<file path="src/rtl/mrx_pkg.sv">
package mrx_pkg;
  localparam logic [31:0] CRC_POLY    = 32'h04C11DB7;
  localparam logic [31:0] CRC_INIT    = 32'hFFFFFFFF;
  localparam logic [31:0] CRC_RESIDUE = 32'hC704DD7B;

  // one data bit into the running check register (top-bit compare form)
  function automatic logic [31:0] crc_step(input logic [31:0] c, input logic b);
    return {c[30:0], 1'b0} ^ ((c[31] ^ b) ? CRC_POLY : 32'h0);
  endfunction

  // a cell without a mid-cell transition is a code violation
  function automatic logic cell_bad(input logic first_h, input logic second_h);
    return first_h == second_h;
  endfunction
endpackage

</file>
<file path="src/rtl/mrx_cell.sv">
module mrx_cell
  import mrx_pkg::*;
(
  input  logic clk,
  input  logic rst_n,
  input  logic clr,
  input  logic take,
  input  logic line,
  output logic cell_vld,
  output logic cell_bit,
  output logic cell_cv
);
  logic ph_q;   // 0: expecting first half
  logic h1_q;   // captured first half

  always_ff @(posedge clk or negedge rst_n) begin
    if (!rst_n) begin
      ph_q <= 1'b0;
      h1_q <= 1'b0;
    end else if (clr) begin
      ph_q <= 1'b0;
      h1_q <= 1'b0;
    end else if (take) begin
      ph_q <= ~ph_q;
      if (!ph_q) h1_q <= line;
    end
  end

  assign cell_vld = take & ph_q;
  assign cell_bit = h1_q;
  assign cell_cv  = cell_vld & cell_bad(h1_q, line);
endmodule

</file>
<file path="src/rtl/mrx_hunt.sv">
module mrx_hunt #(
  parameter int unsigned MIN_PRE = 58
) (
  input  logic clk,
  input  logic rst_n,
  input  logic clr,
  input  logic cell_vld,
  input  logic cell_bit,
  input  logic cell_cv,
  output logic in_frame,
  output logic start_evt,
  output logic short_nx
);
  localparam int unsigned RUN_W = $clog2(MIN_PRE + 1);
  localparam logic [RUN_W-1:0] RUN_MAX = RUN_W'(MIN_PRE);

  logic [RUN_W-1:0] run_q;
  logic prev_q, fr_q, short_q;
  logic hunt_bit;

  assign hunt_bit  = cell_vld & ~cell_cv & ~fr_q;
  assign start_evt = hunt_bit & (run_q != '0) & cell_bit & prev_q;
  assign short_nx  = start_evt ? (run_q < RUN_MAX) : short_q;
  assign in_frame  = fr_q;

  always_ff @(posedge clk or negedge rst_n) begin
    if (!rst_n) begin
      run_q   <= '0;
      prev_q  <= 1'b0;
      fr_q    <= 1'b0;
      short_q <= 1'b0;
    end else if (clr) begin
      run_q   <= '0;
      prev_q  <= 1'b0;
      fr_q    <= 1'b0;
      short_q <= 1'b0;
    end else if (cell_vld && !fr_q) begin
      if (cell_cv) begin
        run_q <= '0;
      end else if (start_evt) begin
        fr_q    <= 1'b1;
        short_q <= run_q < RUN_MAX;
      end else if (run_q == '0 || cell_bit != prev_q) begin
        run_q  <= (run_q == RUN_MAX) ? run_q : run_q + 1'b1;
        prev_q <= cell_bit;
      end else begin
        run_q  <= RUN_W'(1);
        prev_q <= cell_bit;
      end
    end
  end
endmodule

</file>
<file path="src/rtl/mrx_assemble.sv">
module mrx_assemble
  import mrx_pkg::*;
#(
  parameter int unsigned CHAR_W = 8,
  parameter int unsigned CNT_W  = 16
) (
  input  logic              clk,
  input  logic              rst_n,
  input  logic              clr,
  input  logic              start_evt,
  input  logic              data_vld,
  input  logic              data_bit,
  input  logic              cv_evt,
  input  logic              fin,
  input  logic              short_nx,
  output logic              out_valid,
  output logic [CHAR_W-1:0] out_data,
  output logic              out_sof,
  output logic              fr_done,
  output logic [CNT_W+3:0]  fr_stat,
  output logic              char_done
);
  localparam int unsigned IDX_W = (CHAR_W > 1) ? $clog2(CHAR_W) : 1;
  localparam logic [IDX_W-1:0] IDX_LAST = IDX_W'(CHAR_W - 1);

  logic [CHAR_W-1:0] sh_q, sh_nx;
  logic [IDX_W-1:0]  idx_q, idx_nx;
  logic [CNT_W-1:0]  cnt_q, cnt_nx;
  logic [31:0]       crc_q, crc_nx;
  logic              cv_q, cv_nx, first_q;

  assign char_done = data_vld & (idx_q == IDX_LAST);

  always_comb begin
    sh_nx  = sh_q;
    idx_nx = idx_q;
    cnt_nx = cnt_q;
    crc_nx = crc_q;
    if (data_vld) begin
      sh_nx  = {data_bit, sh_q[CHAR_W-1:1]};
      idx_nx = char_done ? '0 : idx_q + 1'b1;
      cnt_nx = (cnt_q == '1) ? cnt_q : cnt_q + 1'b1;
      crc_nx = crc_step(crc_q, data_bit);
    end
    cv_nx = cv_q | cv_evt;
  end

  always_ff @(posedge clk or negedge rst_n) begin
    if (!rst_n) begin
      out_valid <= 1'b0;
      out_data  <= '0;
      out_sof   <= 1'b0;
      fr_done   <= 1'b0;
      fr_stat   <= '0;
      sh_q      <= '0;
      idx_q     <= '0;
      cnt_q     <= '0;
      crc_q     <= CRC_INIT;
      cv_q      <= 1'b0;
      first_q   <= 1'b0;
    end else begin
      out_valid <= char_done;
      out_sof   <= char_done & first_q;
      if (char_done) out_data <= sh_nx;
      fr_done <= fin;
      if (fin) fr_stat <= {cnt_nx, (idx_nx != '0), cv_nx, short_nx, (crc_nx == CRC_RESIDUE)};
      if (clr) begin
        sh_q    <= '0;
        idx_q   <= '0;
        cnt_q   <= '0;
        crc_q   <= CRC_INIT;
        cv_q    <= 1'b0;
        first_q <= 1'b0;
      end else begin
        sh_q  <= sh_nx;
        idx_q <= idx_nx;
        cnt_q <= cnt_nx;
        crc_q <= crc_nx;
        cv_q  <= cv_nx;
        if (start_evt)      first_q <= 1'b1;
        else if (char_done) first_q <= 1'b0;
      end
    end
  end
endmodule

</file>
<file path="src/rtl/mrx_rx.sv">
module mrx_rx #(
  parameter int unsigned CHAR_W  = 8,
  parameter int unsigned CNT_W   = 16,
  parameter int unsigned MIN_PRE = 58
) (
  input  logic              clk,
  input  logic              rst_n,
  input  logic              line_in,
  input  logic              samp_en,
  input  logic              cd_n,
  output logic              out_valid,
  output logic [CHAR_W-1:0] out_data,
  output logic              out_sof,
  output logic              fr_done,
  output logic [CNT_W+3:0]  fr_stat
);
  logic car_q;
  logic take, clr, car_lost;
  logic cell_vld, cell_bit, cell_cv;
  logic in_frame, start_evt, short_nx;
  logic data_vld, cv_evt, fin, char_done;

  always_ff @(posedge clk or negedge rst_n) begin
    if (!rst_n) car_q <= 1'b0;
    else        car_q <= ~cd_n;
  end

  assign take     = samp_en & car_q;
  assign clr      = ~car_q;
  assign car_lost = car_q & cd_n;
  assign data_vld = cell_vld & ~cell_cv & in_frame;
  assign cv_evt   = cell_cv & in_frame;
  assign fin      = car_lost & (in_frame | start_evt);

  mrx_cell u_cell (
    .clk(clk), .rst_n(rst_n), .clr(clr), .take(take), .line(line_in),
    .cell_vld(cell_vld), .cell_bit(cell_bit), .cell_cv(cell_cv)
  );

  mrx_hunt #(.MIN_PRE(MIN_PRE)) u_hunt (
    .clk(clk), .rst_n(rst_n), .clr(clr),
    .cell_vld(cell_vld), .cell_bit(cell_bit), .cell_cv(cell_cv),
    .in_frame(in_frame), .start_evt(start_evt), .short_nx(short_nx)
  );

  mrx_assemble #(.CHAR_W(CHAR_W), .CNT_W(CNT_W)) u_asm (
    .clk(clk), .rst_n(rst_n), .clr(clr), .start_evt(start_evt),
    .data_vld(data_vld), .data_bit(cell_bit), .cv_evt(cv_evt), .fin(fin),
    .short_nx(short_nx), .out_valid(out_valid), .out_data(out_data),
    .out_sof(out_sof), .fr_done(fr_done), .fr_stat(fr_stat), .char_done(char_done)
  );
endmodule

</file>
<file path="config.mk">
export PLATFORM = sky130hd
export DESIGN_NAME = mrx_rx
export DESIGN_NICKNAME = d
export VERILOG_FILES = /design/src/rtl/mrx_pkg.sv /design/src/rtl/mrx_cell.sv /design/src/rtl/mrx_hunt.sv /design/src/rtl/mrx_assemble.sv /design/src/rtl/mrx_rx.sv
export SDC_FILE = /design/constraint.sdc
export NUM_CORES = 1
export LEC_CHECK = 0
export CAP_MARGIN = 40
export CORE_ASPECT_RATIO = 1.5
export CORE_MARGIN = 3
export CORE_UTILIZATION = 63
export DETAILED_ROUTE_END_ITERATION = 6
export PLACE_DENSITY = 0.82
export SLEW_MARGIN = 10
export SYNTH_ARGS = -nofsm -noshare
export SYNTH_HDL_FRONTEND = slang
export SYNTH_SLANG_ARGS = --single-unit
</file>
<file path="constraint.sdc">
create_clock -name clk -period 4.5 [get_ports clk]
set_input_delay 0.45 -clock clk [delete_from_list [all_inputs] [get_ports clk]]
set_output_delay 0.45 -clock clk [all_outputs]
set_load 0.03 [all_outputs]
</file>
* Word level (Yosys, flattened, before mapping)
Index checks and enable logic that the tools add are counted.
** Operators by class
- Magnitude comparators :: 1
- Add/subtract/negate cells :: 3
- Equality and inequality tests :: 15
- Bitwise gates (word level) :: 22
- Reduce and logical (&&, ||, !) cells :: 11
- Mux-type cells :: 38
** Operator list (number)
- $mux W32 :: 2
- $mux W16 :: 3
- $mux W6 :: 6
- $eq A32 B32 Y1 const B :: 1
- $xor A32 B32 Y32 :: 1
- $mux W27 :: 1
- $mux W1 :: 21
- $add A16 B1 Y16 const B :: 1
- $eq A16 B16 Y1 const B :: 1
- $mux W8 :: 2
- $and A1 B1 Y1 :: 14
- $mux W3 :: 3
- $reduce_and A3 Y1 :: 3
- $add A6 B1 Y6 const B :: 1
- $eq A6 B6 Y1 const B :: 1
- $logic_not A6 Y1 :: 1
- $lt A6 B6 Y1 const B :: 1
- $ne A2 B1 Y1 const B :: 3
- $ne A2 B2 Y1 const B :: 3
- $reduce_bool A6 Y1 :: 1
- $ne A4 B4 Y1 const B :: 1
- $not A1 Y1 :: 4
- $reduce_and A2 Y1 :: 2
- $add A3 B1 Y3 const B :: 1
- other kinds (11) :: 12
** Storage, ports and cells
- Word-level logic and storage cells :: 108
- Output and inout bits :: 31
- Register bits :: 104

* Longest topological paths before layout
- Depth after elaboration :: 13
- Depth in mapped cells :: 9
- Mapped depth without buffers :: 8

* Modules after synthesis
A second synthesis with hierarchy kept.
** Second synthesis, totals
- Cells, all modules :: 480
- Area, all modules :: 5091.1 µm²
** By module, submodules not included
- mrx_assemble :: seq. area each 2317.2 µm², area an instance 4311.6 µm², cells an instance 403, instances 1
- mrx_hunt :: seq. area each 225.2 µm², area an instance 599.3 µm², cells an instance 59, instances 1
- mrx_cell :: seq. area each 50.0 µm², area an instance 115.1 µm², cells an instance 11, instances 1
- mrx_rx :: seq. area each 25.0 µm², area an instance 65.1 µm², cells an instance 7, instances 1

* Worst setup path before layout
OpenSTA, ideal clock, no wires.
- Path kind :: reg-to-reg
- Start :: register u_hunt.run_q[0]
- End :: register u_asm.fr_stat[12]
- Library setup time :: 125 ps
- Buffers on the path :: 1
- Cell stages (with the launch flop) :: 9
- Path slack :: 2444 ps
- Required time :: 4375 ps
- Arrival :: 1932 ps
- Cell sequence :: dfrtp_1 inv_1 ha_1 nor4b_4 a2111oi_4 o21ai_1 inv_2 buf_4 mux2_2
** Between the ends
- Word-level cells in the longest chain between the ends :: 6
** RTL lines
- start, declared :: line mrx_hunt.sv:17 : logic [RUN_W-1:0] run_q;
- start signal, assigned :: line mrx_hunt.sv:44 : run_q <= (run_q == RUN_MAX) ? run_q : run_q + 1'b1;
- $reduce_bool A6 Y1 :: line mrx_hunt.sv:22 : assign start_evt = hunt_bit & (run_q != '0) & cell_bit & prev_q;
- $and A1 B1 Y1 (3 in a row) :: line mrx_hunt.sv:22
- $or A1 B1 Y1 :: line mrx_rx.sv:33 : assign fin = car_lost & (in_frame | start_evt);
- $and A1 B1 Y1 :: line mrx_rx.sv:33
- named net fin :: line mrx_rx.sv:21 : logic data_vld, cv_evt, fin, char_done;
- end signal, assigned :: line mrx_assemble.sv:66 : if (fin) fr_stat <= {cnt_nx, (idx_nx != '0), cv_nx, short_nx, (crc_nx == CRC_RESIDUE)};
- end, declared :: line mrx_assemble.sv:20 : output logic [CNT_W+3:0] fr_stat,
The timed path passes the listed nets, and every way through them passes these cells.
A chain may end at the register's enable or synchronous reset.

* Final worst setup path
- Start :: register u_hunt.run_q[0]
- End :: register u_asm.fr_stat[11]
** Between the ends
- Word-level cells in the longest chain between the ends :: 6
** RTL lines (line)
- $reduce_bool A6 Y1 :: mrx_hunt.sv:22
- $and A1 B1 Y1 (3 in a row) :: mrx_hunt.sv:22
- $or A1 B1 Y1 :: mrx_rx.sv:33
- $and A1 B1 Y1 :: mrx_rx.sv:33
Every way passes these cells.

==> impl_metrics.tcl <==
set metrics [dict create \
    dpl.hpwl_um 6770 \
    routabilityCongestion 0.818 \
    synth_fa_ha_area_frac 0.0151 \
    route.detailed.drc 0 \
    synthTopCellsByArea "dfrtp_1 (36%), dfstp_2 (17%), nand2_1 (7.0%)" \
    clockRootBuffer "clkbuf_16" \
    synth_edf_count 0 \
    die_x_um 78.5 \
    ys_seq_area_frac 0.527 \
    ys.flop_type "dfrtp_1" \
    synth-compound-area-share 0.0866 \
    dieArea_mm2 0.00901 \
    power_density_mw_per_mm2 322 \
    synthCells 480 \
    grt_usage 0.250 \
    io_buffers 35 \
    post_cts_buffers 0 \
    synth-xor-area-share 0.0541 \
    status "finished clean" \
    final.min_clock_period_ns 2.75 \
    fin_nets 520 \
    grt_pass1_wl_um 17800 \
    required_ns 4.73 \
    dpl_cell_area_mm2 0.00539 \
    cp-end-kind "flop" \
    synthDistinctLibCells 63 \
    r2r-start "u_hunt.run_q[0]" \
    hold_buffers 0 \
    fill_cells 579 \
    finalInstanceArea_mm2 0.00569 \
    path_clk_slew_ns 0.07 \
    cts_tree "done" \
    whs_ns 0.168 \
    drt_iter0_drc 296 \
    yosys.area.top_type_share 0.358 \
    wirelength_um 10300 \
    h-tree-depth 3 \
    r2r_cells 7 \
    finalSetupTns_ns 0 \
    clock_latency_ns 0.35 \
    yosysWarnings 0 \
    worst_ep_arrival_time_ns 2.98 \
    relSlewSlack 0.446 \
    hold_class "input pin to async pin" \
    critPathMaxFanout 18 \
    worstSetupStartpointType "flop" \
    grt_pass1_vias 3700 \
    muxShareOfSynthArea 0.0582 \
    drive_gt1_frac 0.189 \
    yosys.area_share.simple 0.234 \
    critical_path_class "flop to flop" \
    syn-mean-instance-area_um2 10.4 \
    synthArstFlopShare 1.00 \
    rrSetupSlack_ns 1.75 \
    min_period_over_period 0.612 \
    ioPinCount 36 \
    drv_cap 0 \
    antenna_found_initial 0 \
    syn-cell-area_mm2 0.00497 \
    power.leakage_nw 2.56 \
    diodes 0 \
    std_cell_rows 39 \
    dr.pass1.iters 4 \
    synth_seq_cells 103 \
    synth_nets 491 \
    hold_violations 0 \
    wl_per_cell_um 16.7 \
    coreArea_mm2 0.00766 \
    maxSlewViolCount 0 \
    synth_top_family_by_area "simple AND/OR/NAND/NOR gates" \
    syn2layout_area_growth_pct 14.5 \
    grt_setup_unrepaired "false" \
    post-route-util 0.743 \
    timing.fmax_mhz 363 \
    route.vias.total 3630 \
    r2r-end "u_asm.fr_stat[11]" \
    vias_per_cell 5.89 \
    cts.sinks 103 \
    fin_skew_ns 0.00705 \
    final-setup-viol-count 0 \
    cts_buffer_depth 2 \
    grt_start_max_net_pins 63 \
    grt-ovfl-total 0 \
    vdd_drop_max_v 0.000256 \
    worst_pin_slew_ns 0.826 \
    synth_area_leader_cell "dfrtp_1" \
    ant_nets 0 \
    cts.repair.resized 0 \
    cts_made_buffers 9 \
    start_util 0.649 \
    die_h_um 115 \
]
stage by stage:
stage / instances / setup slack (ns) / total power (W)
6_report: 616 / 1.75 / 0.00183
5_1_grt: 616 / 1.51 / 0.00190
4_1_cts: 616 / 1.71 / 0.00185
3_5_place_dp: 600 / 1.51 / 0.00106
3_3_place_gp: 600 / 1.57 / 0.00106
2_1_floorplan: 480 / 2.44 / 0.00102
worst max-delay path, cell delays in order, from the launching register on:
cell       delay, ns
dfrtp_1         0.40
inv_1           0.17
ha_1            0.18
nor4b_4         0.33
a2111oi_4       0.16
o21ai_1         0.68
inv_2           0.36
mux2_2          0.37
report_power, final:
part	switching (W)	internal (W)
clock network	0.000338	0.000448
logic	0.0000646	0.0000362
registers	0.0000118	0.000933
cells in the final DEF, fill, tap and decap left out, types with 3 or more instances in the layout:
cell type | Yosys | final
nand2_1 | 93 | 93
dfrtp_1 | 71 | 71
nand3_1 | 43 | 43
clkdlybuf4s50_1 | 0 | 34
dfstp_2 | 32 | 32
mux2_2 | 23 | 23
nor2_1 | 15 | 15
xor2_1 | 14 | 14
and2_1 | 14 | 14
xnor2_1 | 13 | 13
o21ai_0 | 13 | 13
nor3_1 | 10 | 10
a21boi_0 | 10 | 10
nor2b_1 | 9 | 9
clkbuf_16 | 0 | 9
nand4_1 | 7 | 7
inv_1 | 7 | 7
a21oi_1 | 7 | 7
ha_1 | 6 | 6
buf_4 | 2 | 6
and3_1 | 5 | 5
nor4b_1 | 5 | 5
o211ai_1 | 4 | 4
and4_1 | 3 | 3
or2_2 | 3 | 3
nand3b_1 | 3 | 3
mux2i_1 | 3 | 3
a211o_2 | 3 | 3
a32o_1 | 3 | 3
o22ai_1 | 3 | 3
cell usage after synthesis, drive strengths merged, types with 4 or more instances:
cell,number
and3,6
o211ai,4
ha,6
clkbuf,16
nor2b,9
dfrtp,71
dfstp,32
nand3,43
o21ai,15
xor2,15
buf,6
a21boi,10
mux2,23
nor4b,6
nor3,11
and2,14
nand2,93
inv,8
nor2,16
xnor2,14
nand4,7
a21oi,7
area by class of cell:
class | instances | area (um^2) | area share
Timing Repair Buffer | 40 | 385 | 0.0677
Clock buffer | 11 | 243 | 0.0427
Inverter | 8 | 30.0 | 0.00528
Tap cell | 102 | 128 | 0.0224
Clock inverter | 5 | 57.6 | 0.0101
Sequential cell | 103 | 2620 | 0.460
Multi-Input combinational cell | 347 | 2230 | 0.392
kinds of logic after synthesis:
group / count (synthesis)
simple gates: 228
buf+inv: 30
fa+ha+maj: 6
flops: 103
mux: 26
xor+xnor: 29
compound gates: 58
how the worst max path moves through the flow:
| stage | from | end | slack [ns] |
|---|---|---|---|
| finish | u_hunt.run_q[0] | u_asm.fr_stat[11] | 1.75 |
| detailed placement | line_in | u_asm.fr_stat[5] | 1.51 |
| CTS | u_hunt.run_q[0] | u_asm.fr_stat[11] | 1.71 |
| global placement | samp_en | u_asm.fr_stat[9] | 1.57 |
| floorplan | u_hunt.run_q[0] | u_asm.fr_stat[12] | 2.44 |
| global route | u_hunt.run_q[0] | u_asm.fr_stat[4] | 1.51 |
registers in the layout, summed over array words and instances, names as in the netlist, 3 cells and up:
signal,flops
u_asm.crc_q,32
u_asm.fr_stat,20
u_asm.cnt_q,16
u_asm.out_data,8
u_asm.sh_q,7
u_hunt.run_q,6
u_asm.idx_q,3
metal layers:
metal  share of wire  wire length, um  vias up  track usage
li1                -                -     1731            -
met1            0.40             4130     1804        0.308
met2            0.55             5610       75        0.434
met3           0.025              254       20       0.0400
met4           0.026              266        0        0.110
met5               0                0        -            0
Power figures use the tool's default switching activity.
